<file path="config.mk">
export PLATFORM = sky130hd
export DESIGN_NAME = frac_pix_clkdiv
export DESIGN_NICKNAME = d
export VERILOG_FILES = /design/src/rtl/fpcd_pkg.sv /design/src/rtl/pcd_period_seq.sv /design/src/rtl/pcd_wave_shaper.sv /design/src/rtl/pcd_clk_out.sv /design/src/rtl/frac_pix_clkdiv.sv
export SDC_FILE = /design/constraint.sdc
export NUM_CORES = 1
export LEC_CHECK = 0
export ABC_AREA = 1
export BUFFER_PORTS_ARGS = -buffer_cell sky130_fd_sc_hd__buf_2
export CORE_ASPECT_RATIO = 1.5
export CORE_MARGIN = 1
export CORE_UTILIZATION = 45
export DETAILED_ROUTE_END_ITERATION = 10
export HOLD_SLACK_MARGIN = 0.05
export PLACE_DENSITY = 0.74
export SLEW_MARGIN = 20
export SYNTH_ARGS = -nofsm -noshare
export SYNTH_HDL_FRONTEND = slang
export SYNTH_SLANG_ARGS = --single-unit
</file>
<file path="constraint.sdc">
create_clock -name clk_i -period 1.3 [get_ports clk_i]
set_input_delay 0.26 -clock clk_i [delete_from_list [all_inputs] [get_ports clk_i]]
set_output_delay 0.26 -clock clk_i [all_outputs]
set_load 0.005 [all_outputs]
</file>
<file path="src/rtl/fpcd_pkg.sv">
`timescale 1ns/1ps
package fpcd_pkg;
  // default field widths of the divider configuration
  localparam int unsigned INT_W_DEF  = 8;
  localparam int unsigned FRAC_W_DEF = 4;
  localparam int unsigned EDGE_W_DEF = 9;
endpackage

</file>
<file path="src/rtl/pcd_period_seq.sv">
`timescale 1ns/1ps
module pcd_period_seq #(
  parameter int unsigned INT_W  = 8,
  parameter int unsigned FRAC_W = 4,
  parameter int unsigned EDGE_W = 9,
  localparam int unsigned LEN_W  = INT_W + 1,
  localparam int unsigned SLOT_W = INT_W + 2
) (
  input  logic                      clk_i,
  input  logic                      rst_ni,
  input  logic [INT_W+FRAC_W-1:0]   div_cfg_i,
  input  logic [EDGE_W-1:0]         rise_i,
  input  logic [EDGE_W-1:0]         fall_i,
  output logic [LEN_W-1:0]          cnt_nx_o,
  output logic [SLOT_W-1:0]         rise_nx_o,
  output logic [SLOT_W-1:0]         fall_nx_o
);
  logic [LEN_W-1:0]  cnt_q, cnt_d, len_q, len_d, len_nx;
  logic [FRAC_W-1:0] acc_q, acc_d;
  logic [SLOT_W-1:0] rise_q, rise_d, fall_q, fall_d, lim_nx, rise_w, fall_w;
  logic [INT_W-1:0]  int_raw, int_eff;
  logic [FRAC_W:0]   frac_sum;
  logic              wrap_w, cfg_en;

  // next-period parameters from the live configuration
  always_comb begin
    int_raw  = div_cfg_i[INT_W+FRAC_W-1:FRAC_W];
    int_eff  = (int_raw == '0) ? INT_W'(1) : int_raw;
    frac_sum = {1'b0, acc_q} + {1'b0, div_cfg_i[FRAC_W-1:0]};
    len_nx   = {1'b0, int_eff} + LEN_W'(frac_sum[FRAC_W]);
    lim_nx   = {len_nx, 1'b0} - SLOT_W'(1);
    rise_w   = SLOT_W'(rise_i);
    fall_w   = SLOT_W'(fall_i);
    wrap_w   = (cnt_q == len_q - LEN_W'(1));
    cfg_en   = wrap_w;
  end

  always_comb begin
    cnt_d  = cnt_q + LEN_W'(1);
    len_d  = len_q;
    acc_d  = acc_q;
    rise_d = rise_q;
    fall_d = fall_q;
    if (wrap_w) begin
      cnt_d  = '0;
      len_d  = len_nx;
      acc_d  = frac_sum[FRAC_W-1:0];
      rise_d = (rise_w > lim_nx) ? lim_nx : rise_w;
      fall_d = (fall_w > lim_nx) ? lim_nx : fall_w;
    end
  end

  always_ff @(posedge clk_i or negedge rst_ni) begin
    if (!rst_ni) cnt_q <= '0;
    else         cnt_q <= cnt_d;
  end

  // configuration state, enabled only at a period boundary
  always_ff @(posedge clk_i or negedge rst_ni) begin
    if (!rst_ni) begin
      len_q  <= LEN_W'(1);
      acc_q  <= '0;
      rise_q <= '0;
      fall_q <= SLOT_W'(1);
    end else if (cfg_en) begin
      len_q  <= len_d;
      acc_q  <= acc_d;
      rise_q <= rise_d;
      fall_q <= fall_d;
    end
  end

  assign cnt_nx_o  = cnt_d;
  assign rise_nx_o = rise_d;
  assign fall_nx_o = fall_d;

  // slot counter stays inside the current period
  p_cnt_bound_r3: assert property (@(posedge clk_i) disable iff (!rst_ni)
    cnt_q < len_q);
  // new period is the integer part, possibly plus one carry cycle
  p_len_range_r2: assert property (@(posedge clk_i) disable iff (!rst_ni)
    wrap_w |=> (len_q >= LEN_W'($past(int_eff))) &&
               (len_q <= LEN_W'($past(int_eff)) + LEN_W'(1)));
  // latched edges never fall outside the period
  p_clamp_r5: assert property (@(posedge clk_i) disable iff (!rst_ni)
    (rise_q < {len_q, 1'b0}) && (fall_q < {len_q, 1'b0}));
  // configuration is frozen inside a period
  p_hold_r7: assert property (@(posedge clk_i) disable iff (!rst_ni)
    !wrap_w |=> $stable(len_q) && $stable(acc_q) && $stable(rise_q) && $stable(fall_q));
endmodule

</file>
<file path="src/rtl/pcd_wave_shaper.sv">
`timescale 1ns/1ps
module pcd_wave_shaper #(
  parameter int unsigned LEN_W  = 9,
  localparam int unsigned SLOT_W = LEN_W + 1
) (
  input  logic              clk_i,
  input  logic              rst_ni,
  input  logic [LEN_W-1:0]  cnt_nx_i,
  input  logic [SLOT_W-1:0] rise_nx_i,
  input  logic [SLOT_W-1:0] fall_nx_i,
  output logic              hi_phase_o,
  output logic              lo_phase_o
);
  logic hi_q, lo_q, hi_d, lo_d;

  function automatic logic slot_on(input logic [SLOT_W-1:0] h,
                                   input logic [SLOT_W-1:0] r,
                                   input logic [SLOT_W-1:0] f);
    if (r == f)     return 1'b0;
    else if (r < f) return (h >= r) && (h < f);
    else            return (h >= r) || (h < f);
  endfunction

  // level of both half-slots of the coming source cycle
  always_comb begin
    hi_d = slot_on({cnt_nx_i, 1'b0}, rise_nx_i, fall_nx_i);
    lo_d = slot_on({cnt_nx_i, 1'b1}, rise_nx_i, fall_nx_i);
  end

  always_ff @(posedge clk_i or negedge rst_ni) begin
    if (!rst_ni) begin
      hi_q <= 1'b0;
      lo_q <= 1'b0;
    end else begin
      hi_q <= hi_d;
      lo_q <= lo_d;
    end
  end

  assign hi_phase_o = hi_q;
  assign lo_phase_o = lo_q;

  // coincident edges hold the output low
  p_equal_low_r4: assert property (@(posedge clk_i) disable iff (!rst_ni)
    (rise_nx_i == fall_nx_i) |=> !hi_q && !lo_q);
  // a rise at slot zero makes the first half of a period high unless edges coincide
  p_first_rise_r4: assert property (@(posedge clk_i) disable iff (!rst_ni)
    (cnt_nx_i == '0 && rise_nx_i == '0 && fall_nx_i != '0) |=> hi_q);
endmodule

</file>
<file path="src/rtl/pcd_clk_out.sv">
`timescale 1ns/1ps
module pcd_clk_out (
  input  logic clk_i,
  input  logic hi_phase_i,
  input  logic lo_phase_i,
  input  logic pol_inv_i,
  output logic pix_clk_o,
  output logic disp_clk_o
);
  logic pix_w;

  // the source clock steers between the two registered half-slot levels
  always_comb begin
    pix_w      = clk_i ? hi_phase_i : lo_phase_i;
    pix_clk_o  = pix_w;
    disp_clk_o = pix_w ^ pol_inv_i;
  end
endmodule

</file>
<file path="src/rtl/frac_pix_clkdiv.sv">
`timescale 1ns/1ps
module frac_pix_clkdiv
  import fpcd_pkg::*;
#(
  parameter int unsigned INT_W  = INT_W_DEF,
  parameter int unsigned FRAC_W = FRAC_W_DEF,
  parameter int unsigned EDGE_W = EDGE_W_DEF,
  localparam int unsigned LEN_W  = INT_W + 1,
  localparam int unsigned SLOT_W = INT_W + 2
) (
  input  logic                    clk_i,
  input  logic                    rst_ni,
  input  logic [INT_W+FRAC_W-1:0] div_cfg_i,
  input  logic [EDGE_W-1:0]       rise_pos_i,
  input  logic [EDGE_W-1:0]       fall_pos_i,
  input  logic                    pol_inv_i,
  output logic                    pix_clk_o,
  output logic                    disp_clk_o
);
  logic              rst_meta_q, rst_sync_q;
  logic [LEN_W-1:0]  cnt_nx;
  logic [SLOT_W-1:0] rise_nx, fall_nx;
  logic              hi_phase, lo_phase;

  // asynchronous assertion, synchronous release
  always_ff @(posedge clk_i or negedge rst_ni) begin
    if (!rst_ni) begin
      rst_meta_q <= 1'b0;
      rst_sync_q <= 1'b0;
    end else begin
      rst_meta_q <= 1'b1;
      rst_sync_q <= rst_meta_q;
    end
  end

  pcd_period_seq #(.INT_W(INT_W), .FRAC_W(FRAC_W), .EDGE_W(EDGE_W)) u_seq (
    .clk_i     (clk_i),
    .rst_ni    (rst_sync_q),
    .div_cfg_i (div_cfg_i),
    .rise_i    (rise_pos_i),
    .fall_i    (fall_pos_i),
    .cnt_nx_o  (cnt_nx),
    .rise_nx_o (rise_nx),
    .fall_nx_o (fall_nx)
  );

  pcd_wave_shaper #(.LEN_W(LEN_W)) u_shape (
    .clk_i      (clk_i),
    .rst_ni     (rst_sync_q),
    .cnt_nx_i   (cnt_nx),
    .rise_nx_i  (rise_nx),
    .fall_nx_i  (fall_nx),
    .hi_phase_o (hi_phase),
    .lo_phase_o (lo_phase)
  );

  pcd_clk_out u_out (
    .clk_i      (clk_i),
    .hi_phase_i (hi_phase),
    .lo_phase_i (lo_phase),
    .pol_inv_i  (pol_inv_i),
    .pix_clk_o  (pix_clk_o),
    .disp_clk_o (disp_clk_o)
  );

  // output stays low while the internal reset is held
  p_rst_quiet_r1: assert property (@(posedge clk_i)
    !rst_sync_q |=> !hi_phase || rst_sync_q);
endmodule

</file>
Yosys cells after proc, flatten, opt, wreduce, memory -nomap -nowiden
Cells that the tools add are included.

Add/sub/neg operators: 5. Order comparisons: 7. Equality and inequality tests: 2. Multiplexer cells: 11. Bitwise logic cells: 1. Reduce and logical (&&, ||, !) cells: 5.

Operator list (number): $mux 10 (4); $lt 10x10->1 (3); $ge 10x10->1 (2); $gt 9x10->1 (2); $eq 10x10->1 (1); $sub 10x1->10 const B (1); $add 8x1->9 (1); $add 9x1->9 const B (1); $eq 9x9->1 (1); $mux 9 (1); $sub 9x1->9 const B (1); $logic_not 8->1 (1); $mux 8 (1); $add 4x4->5 (1); $mux 1 (5); $logic_and 1x1->1 (2); $logic_or 1x1->1 (2); $xor 1x1->1 (1).

Register bits after elaboration: 46. Output and inout bits: 2.

Longest topological paths before layout
Gate-level depths: netlist of run 1.

Word-level depth: 11. Depth in mapped cells: 35.

Hierarchy
From an unflattened synthesis of run 1, not the netlist that was laid out.

Cell total of the unflattened synthesis: 600. Area, all modules: 4214.0 um2.

Modules (own cells, without submodules): pcd_period_seq (times used 1, cells an instance 446, area an instance 3219.3 um2); pcd_wave_shaper (times used 1, cells an instance 139, area an instance 885.8 um2); pcd_clk_out (times used 1, cells an instance 12, area an instance 55.1 um2); frac_pix_clkdiv (times used 1, cells an instance 3, area an instance 53.8 um2).

==> results_dict.tcl, run 1 <==
set metrics [dict create \
    grt_pass1_wl_um 24430 \
    setup_viol 46 \
    avgViaCountPerCell 5.944 \
    drtIter0Drc 450 \
    critPathSlowestCell "dfrtp_1" \
    fmax_ghz 0.1969 \
    fin_crit_sh_pct 390.8 \
    reg2reg_depth 32 \
    grt_max_degree 35 \
    clk_latency_ps 420 \
    coreArea_mm2 0.008776 \
    power_density_mw_per_mm2 2231 \
    wirelength_um 18780 \
    required_ps 1610 \
    ys_async_sr_fraction_pct 100.0 \
    drive_gt1_share_pct 53.81 \
    fillers 454 \
    synth_edf_count 0 \
    num_rows 42 \
    initial_core_util_pct 46.28 \
    synth-seq-cells 46 \
    clkPwrFrac_pct 14.6 \
    cp-start-kind "flop" \
    die_area_mm2 0.009417 \
    drv_cap 0 \
    criticalPathCategory "flop to flop" \
    dp.cells 821 \
    crit_top_cell "nand2_2" \
    antenna_found_initial 0 \
    rsz0062_at_grt "yes" \
    cts_tree "yes" \
    end_kind "flop" \
    final_cells 885 \
    switching_share_pct 46.40 \
    overflow 0 \
    antenna_left 0 \
    synth_seq_area_share_pct 28.40 \
    pin_count 35 \
    cp_data_arrival_time_ps 5390 \
    dp_hpwl_um 9352 \
    routed-wl-met3_um 1280 \
    netlist_area_mm2 0.004061 \
    met1_length_um 6239 \
    outcome "complete, but fails checks" \
    wl_per_cell_um 21.22 \
    route.top_layer_used "met4" \
    die_x_um 79.57 \
    yosys_warnings 0 \
    synth_fp_nets 647 \
    synth-main-ff-cell "dfrtp_1" \
    reg2reg_from "u_seq.acc_q[0]$_DFFE_PN0N_" \
    max_stage_delay_ps 390 \
    syn2layout_area_growth_pct 73.91 \
    diodes 0 \
    groute.usage.overall_pct 34.36 \
    violations "negative setup slack" \
    critPathTopFamily "simple AND/OR/NAND/NOR gates" \
    min_path_type "input port to asynchronous set/reset pin" \
    cellLeakagePower_nw 3.528 \
    period_minus_slack_ps 5080 \
    wl_met2_um 9485 \
    crit_fanout 9 \
    drc_errors 0 \
    portBuffers 34 \
    syn_avg_cell_area_um2 7.201 \
    hold_violations 0 \
    vdd_drop_max_mv 1.736 \
    grt_pass1_vias 5255 \
    drt_first_pass_iters 5 \
    place_area_mm2 0.005468 \
    yosys.cell_types.count 42 \
    pwr-share-seq_pct 16.3 \
    clk_pin_slew_ps 70 \
    cp_num_buf_inv 5 \
    via_count 5260 \
    final_cell_area_mm2 0.007063 \
    slew_viol_final 0 \
    synthCells 564 \
    worst_clock_skew_ps 6.651 \
    p_switching_w 0.007311 \
    p_comb_share_pct 69.1 \
    worst_r2r_endpoint "u_shape.hi_phase_o$_DFF_PN0_" \
    r2r_setup_slack_ps -3780 \
    gp_congestion 0.9485 \
    internal-power_w 0.008447 \
    die_y_um 118.4 \
    nets 856 \
    power_w 0.01576 \
    setup_slack_ps -3780 \
]
==> layer usage <==
layer	global-route usage, %	vias to the layer above
met5	0	-
met3	7.490	164
met1	33.86	2473
met2	60.04	354
met4	27.05	0
li1	-	2269
==> stage by stage <==
step / hold slack [ps] / setup slack [ps] / TNS [ps] / utilization, %
floorplan: -35.59 / -3017 / -60100 / -
global placement: 44.60 / -3423 / -68000 / 62.30
detailed placement: 50.38 / -3589 / -70810 / 62.30
CTS: 160.3 / -3363 / -71070 / 73.27
global route: 163.4 / -3982 / -88660 / 80.48
finish: 149.8 / -3780 / -83900 / 80.48
==> area by class of cell <==
cell class | instances | area, um2 | share of cell area (%)
Multi-Input combinational cell | 416 | 3437 | 48.66
Timing Repair inverter | 1 | 6.256 | 0.08857
Timing Repair Buffer | 205 | 1683 | 23.83
Clock buffer | 12 | 240.2 | 3.401
Clock inverter | 3 | 31.28 | 0.4429
Sequential cell | 46 | 1155 | 16.35
Inverter | 92 | 372.9 | 5.279
Tap cell | 110 | 137.6 | 1.949
==> layout by cell type (no fill, tap or decap), types with 14 or more instances in the layout <==
cell type,count
buf_2,33
buf_4,132
buf_6,34
dfrtp_1,43
ha_1,33
ha_4,15
inv_1,67
inv_2,17
nand2_1,77
nand2_2,33
nand3_1,21
nor2_1,27
nor2_4,14
o21ai_1,21
o21ai_2,21
==> power by group through the flow <==
stage          sequential [W]  combinational (W)  clock (W)
2_1_floorplan         0.00238            0.00443  0.0000825
4_1_cts               0.00245            0.00807    0.00224
5_1_grt               0.00260             0.0115    0.00238
3_3_place_gp          0.00239            0.00661   0.000133
3_5_place_dp          0.00243            0.00695   0.000133
6_report              0.00257             0.0109    0.00230
==> flip-flops by register name, indices dropped and copies added (netlist names) <==
signal / cells
rst_meta_q: 1
rst_sync_q: 1
u_seq.acc_q: 4
u_seq.cnt_q: 9
u_seq.fall_q: 10
u_seq.len_q: 9
u_seq.rise_q: 10
u_shape.hi_phase_o: 1
u_shape.lo_phase_o: 1
==> what timing repair did <==
action	CTS	global route
pin swaps	31	44
setup buffers	26	29
gates cloned	3	0
resized for setup	112	112
setup endpoints to repair	46	46
hold buffers	1	0
endpoints found under the hold margin	2	0
==> synth_stat cells (4+ instances only) <==
cell      count  area share, %
o211ai_1      6            1.1
ha_1         49             15
nand3b_1      4           0.74
nand2_2      14            2.2
clkbuf_1      8           0.74
nand2_1     109             10
xnor2_1       7            1.5
o21bai_1     10            1.8
or2_2         5           0.77
nor3_1        9            1.1
nor2_1       44            4.1
inv_1        83            7.7
nor2_2        9            1.4
dfrtp_1      44             27
nand3_1      35            4.3
clkinv_1      4           0.37
o21ai_0      43            5.3
inv_2         5           0.46
a21oi_1      21            2.6
nand4_1      13            2.0
xor2_1       11            2.4
==> how the worst max path moves through the flow <==
stage                                from                           end  slack, ps  cells after the start
2_1_floorplan  u_seq.acc_q[0]$_DFFE_PN0N_  u_shape.lo_phase_o$_DFF_PN0_      -3020                     32
3_3_place_gp   u_seq.acc_q[0]$_DFFE_PN0N_  u_shape.hi_phase_o$_DFF_PN0_      -3420                     33
3_5_place_dp   u_seq.acc_q[0]$_DFFE_PN0N_  u_shape.hi_phase_o$_DFF_PN0_      -3590                     34
4_1_cts        u_seq.acc_q[0]$_DFFE_PN0N_  u_shape.hi_phase_o$_DFF_PN0_      -3360                     30
5_1_grt        u_seq.acc_q[0]$_DFFE_PN0N_  u_shape.hi_phase_o$_DFF_PN0_      -3980                     32
6_report       u_seq.acc_q[0]$_DFFE_PN0N_  u_shape.hi_phase_o$_DFF_PN0_      -3780                     32
==> worst register-to-register path: cells and delay by family (launching register included) <==
kind / cells / cell delay (ps)
flip-flops: 1 / 390
buffers and inverters: 5 / 510
adder cells (fa/ha/maj): 6 / 1520
AND/OR/NAND/NOR: 16 / 1590
AO/OA/AOI/OAI: 4 / 750
XOR/XNOR: 1 / 220
==> cell families (layout without fill, tap and decap cells) <==
group,count (synthesis),in the layout,synth area share [%]
and+or+nand+nor,251,251,28.62
buffers and inverters,102,313,9.550
AOI/OAI and AO/OA,95,95,13.59
adders and majority gates,50,50,15.59
DFF,46,46,28.40
xor gates and xnor gates,18,18,3.882
other,1,1,0.09233
muxes,1,1,0.2772
(Power assumes the default switching activity.)
==> run 2: changes to the inputs <==
--- a/config.mk
+++ b/config.mk
@@ -13,6 +13,7 @@
 export DETAILED_ROUTE_END_ITERATION = 10
 export HOLD_SLACK_MARGIN = 0.05
 export PLACE_DENSITY = 0.74
+export REMOVE_ABC_BUFFERS = 1
 export SLEW_MARGIN = 20
 export SYNTH_ARGS = -nofsm -noshare
 export SYNTH_HDL_FRONTEND = slang
==> results_dict.tcl, run 2 (synthesis results as in run 1) <==
set metrics [dict create \
    outcome "complete, but fails checks" \
    violations "negative setup slack" \
    mostFrequentLayoutCells "buf_4, nand2_1, inv_1, dfrtp_1, buf_6" \
    die_y_um 118.4 \
    worst_clock_skew_ps 19.01 \
    overflow 0 \
    syn2layout_area_growth_pct 71.72 \
    nets 850 \
    cp-start-kind "flop" \
    groute.usage.overall_pct 33.46 \
    min_path_type "input port to asynchronous set/reset pin" \
    largest_registers "u_seq.fall_q: 10 flops, u_seq.rise_q: 10 flops" \
    vdd_drop_max_mv 2.068 \
    grt_pass1_vias 5397 \
    coreArea_mm2 0.008776 \
    fmax_ghz 0.1914 \
    antenna_left 0 \
    crit_top_cell "nand2_1" \
    layout_commonest_cell "buf_4" \
    grt_max_degree 45 \
    via_count 5505 \
    diodes 0 \
    cp_data_arrival_time_ps 5570 \
    portBuffers 34 \
    clk_latency_ps 430 \
    gp_congestion 0.9351 \
    hold_ws_ps 169.2 \
    avgViaCountPerCell 6.263 \
    drv_cap 0 \
    place_area_mm2 0.005254 \
    max_stage_delay_ps 390 \
    initial_core_util_pct 46.28 \
    critPathSlowestCell "dfrtp_1" \
    fin_crit_sh_pct 401.9 \
    wirelength_um 19940 \
    drc_errors 0 \
    power_density_mw_per_mm2 2240 \
    pin_count 35 \
    cts_tree "yes" \
    criticalPathCategory "flop to flop" \
    antenna_found_initial 0 \
    dp_slack_ps -3954 \
    drtIter0Drc 623 \
    required_ps 1640 \
    wl_per_cell_um 22.68 \
    setup_viol 46 \
    die_x_um 79.57 \
    end_kind "flop" \
    die_area_mm2 0.009417 \
    cellLeakagePower_nw 3.498 \
    num_rows 42 \
    hold_violations 0 \
    grt_pass1_wl_um 24070 \
    drive_gt1_share_pct 53.45 \
    slew_viol_final 0 \
    final_cell_area_mm2 0.006974 \
    crit_fanout 8 \
    dp_hpwl_um 9158 \
    setup_slack_ps -3924 \
    drt_first_pass_iters 5 \
    clk_pin_slew_ps 70 \
    rsz0062_at_grt "yes" \
    period_minus_slack_ps 5224 \
]
## run 2: changes by cell type in the layout (fill, tap and decap cells not counted), moves of 3 or more
cell / delta
nor2_2: +3
buf_4: -13
buf_8: +3
nand3_4: -4
buf_6: +6
## run 2: what timing repair did
action	CTS	global route
resized for setup	164	134
hold buffers	1	0
gates cloned	2	1
setup endpoints to repair	46	46
buffers inserted	27	22
endpoints found under the hold margin	2	0
pin swaps	45	56
## run 2: metal layers
metal / up-vias / GRT usage, % / share of wire [%]
met2: 466 / 58.39 / 48
met5: - / 0 / 0
met3: 230 / 7.568 / 8.6
met1: 2552 / 32.07 / 32
met4: 0 / 28.18 / 12
li1: 2257 / - / -
## run 2: cell type report
type	instances	area [um2]
Timing Repair inverter	1	11.26
Fill cell	453	1802
Multi-Input combinational cell	416	3369
Timing Repair Buffer	199	1664
Inverter	92	366.6
Clock buffer	11	227.7
Clock inverter	4	42.54
Tap cell	110	137.6
Sequential cell	46	1155
## run 2: power breakdown
part	leakage [nW]	switching (W)	internal (W)
combinational	2.80	0.00586	0.00487
sequential	0.549	0.000490	0.00206
clock	0.149	0.000920	0.00143
total	3.50	0.00727	0.00835
## run 2: worst max-delay path, delay by kind of cell (launching register included)
kind	cells	cell delay, ps
and+or+nand+nor	15	1590
buffers and inverters	5	510
AOI/OAI and AO/OA	7	1270
DFF	1	390
adders and majority gates	6	1380
## run 2: final timing paths
check                                           startpoint                           end  slack, ps  depth (start not counted)
worst max-delay path            u_seq.acc_q[0]$_DFFE_PN0N_  u_shape.lo_phase_o$_DFF_PN0_      -3920                         33
worst min-delay path                                rst_ni          rst_meta_q$_DFF_PN0_        170                          2
worst max register to register  u_seq.acc_q[0]$_DFFE_PN0N_  u_shape.lo_phase_o$_DFF_PN0_      -3920                         33
worst min register to register        rst_sync_q$_DFF_PN0_  u_shape.lo_phase_o$_DFF_PN0_        240                          1
max in group asynchronous             rst_sync_q$_DFF_PN0_   u_seq.fall_q[0]$_DFFE_PN1N_        770                          1
min in group clk_i                            div_cfg_i[0]    u_seq.acc_q[0]$_DFFE_PN0N_        200                          4
## run 2: metrics by stage
step / total power, W / TNS, ps / cells / utilization [%]
5_1_grt: 0.01634 / -93750 / 879 / 79.47
6_report: 0.01563 / -87070 / 879 / 79.47
4_1_cts: 0.01270 / -74070 / 860 / 71.93
3_3_place_gp: 0.008740 / -76840 / 818 / 59.87
3_5_place_dp: 0.009073 / -80290 / 818 / 59.87
2_1_floorplan: 0.006376 / -83330 / 554 / -
==> run 3: changes to the inputs <==
--- a/config.mk
+++ b/config.mk
@@ -12,7 +12,7 @@
 export CORE_UTILIZATION = 45
 export DETAILED_ROUTE_END_ITERATION = 10
 export HOLD_SLACK_MARGIN = 0.05
-export PLACE_DENSITY = 0.74
+export PLACE_DENSITY = 0.72
 export REMOVE_ABC_BUFFERS = 1
 export SLEW_MARGIN = 20
 export SYNTH_ARGS = -nofsm -noshare
==> constraint.sdc (replaced) <==
create_clock -name clk_i -period 5.5 [get_ports clk_i]
set_input_delay 1.1 -clock clk_i [delete_from_list [all_inputs] [get_ports clk_i]]
set_output_delay 1.1 -clock clk_i [all_outputs]
set_load 0.005 [all_outputs]
==> results_dict.tcl, run 3 (synthesis results as in run 1) <==
set metrics [dict create \
    cellLeakagePower_nw 2.953 \
    vdd_drop_max_mv 0.3476 \
    power_density_mw_per_mm2 545.7 \
    final_core_util_pct 65.41 \
    nets 762 \
    worst_r2r_endpoint "u_shape.lo_phase_o$_DFF_PN0_" \
    mostFrequentLayoutCells "nand2_1, inv_1, buf_4, dfrtp_1, nor2_1" \
    dp.cells 754 \
    avgViaCountPerCell 5.317 \
    hold_start "rst_meta_q$_DFF_PN0_" \
    end_kind "flop" \
    regArea_mm2 0.001155 \
    die_area_mm2 0.009417 \
    setup_viol 0 \
    setup_slack_ps 135.5 \
    slew_headroom_pct 34.37 \
    groute.usage.overall_pct 25.62 \
    outcome "finished clean" \
    min_path_type "flop to flop" \
    cp-startpoint "div_cfg_i[0]" \
    endpoint "u_shape.lo_phase_o$_DFF_PN0_" \
    grt_max_degree 45 \
    gp_congestion 0.9123 \
    dp_hpwl_um 8373 \
    worst_clock_skew_ps 7.861 \
    wl_per_cell_um 14.97 \
    final_cells 791 \
    multi_input_area_mm2 0.002944 \
    cp-start-kind "input port" \
    clk_pin_slew_ps 60 \
    overflow 0 \
    die_x_um 79.57 \
    syn2layout_area_growth_pct 41.34 \
    via_count 4206 \
    criticalPathCategory "input port to flop" \
    diodes 0 \
    portBuffers 34 \
    layout_commonest_cell "nand2_1" \
    required_ps 5790 \
    num_rows 42 \
    cts_tree "yes" \
    pin_count 35 \
    clk_latency_ps 400 \
    drive_gt1_share_pct 35.83 \
    hold_violations 0 \
    largest_registers "u_seq.fall_q: 10 flops, u_seq.rise_q: 10 flops" \
    drtIter0Drc 224 \
    critPathSlowestCell "fa_2" \
    drc_errors 0 \
    wirelength_um 11840 \
    max_stage_delay_ps 350 \
    reg2reg_from "u_seq.acc_q[0]$_DFFE_PN0N_" \
    period_minus_slack_ps 5364 \
    reg2reg_depth 31 \
    die_y_um 118.4 \
    drt_first_pass_iters 4 \
    power_w 0.003133 \
    tightest_slew_ps 984.5 \
    fin_crit_sh_pct 97.54 \
    r2r_setup_slack_ps 540 \
    grt_pass1_wl_um 18190 \
    crit_top_cell "nor2_2" \
    crit_fanout 4 \
    drv_cap 0 \
    fillers 681 \
    grt_pass1_vias 4118 \
    initial_core_util_pct 46.28 \
    antenna_found_initial 0 \
    cp_data_arrival_time_ps 5660 \
    slew_viol_final 0 \
    dp_slack_ps -595.3 \
    coreArea_mm2 0.008776 \
    antenna_left 0 \
    fmax_ghz 0.1864 \
]
run 3: final cells by class:
cell class,instances,share of cell area (%)
clock inverter,4,1.068
inverter,92,6.125
tap,110,2.398
timing repair buffer,107,12.73
sequential,46,20.12
multi-input combinational,416,51.29
clock buffer,16,6.277
run 3: what timing repair did:
action,CTS,global route
endpoints found under the setup margin,2,3
endpoints found under the hold margin,0,0
hold buffers,0,0
pin swaps,11,35
gates resized for setup,20,83
gates cloned,0,0
buffers inserted,11,8
run 3: worst max-delay path, delay by kind of cell:
family | cells | cell delay, ps
fa+ha+maj | 7 | 1650
simple gates | 13 | 1330
compound gates | 6 | 980
buf+inv | 6 | 580
run 3: metrics by stage:
| stage | hold slack (ps) | area [um2] | TNS [ps] |
|---|---|---|---|
| 3_3_place_gp | 336.7 | 4748 | -864.0 |
| 5_1_grt | 363.9 | 5741 | -262.9 |
| 6_report | 349.4 | 5741 | 0 |
| 2_1_floorplan | 331.2 | 4019 | -35.23 |
| 4_1_cts | 351.0 | 5318 | 0 |
| 3_5_place_dp | 337.2 | 4748 | -1170 |
run 3: worst min-delay path by stage:
stage | cells past startpoint | end | slack (ps)
after detailed placement | 0 | rst_sync_q$_DFF_PN0_ | 340
after global placement | 0 | rst_sync_q$_DFF_PN0_ | 340
after CTS | 0 | rst_sync_q$_DFF_PN0_ | 350
final | 0 | rst_sync_q$_DFF_PN0_ | 350
after floorplan | 0 | rst_sync_q$_DFF_PN0_ | 330
after global routing | 0 | rst_sync_q$_DFF_PN0_ | 360
run 3: power by group:
part | internal (W) | switching (W)
registers | 0.000486 | 0.000101
logic | 0.000820 | 0.000985
clock network | 0.000536 | 0.000204
run 3: routing by layer:
layer  up-vias  part of all wire, %  GRT usage (%)
li1       2080                    -              -
met1      1969                   38          26.64
met2       116                   54          45.41
met3        41                  4.0          6.486
met4         0                  4.4          14.32
met5         -                    0              0
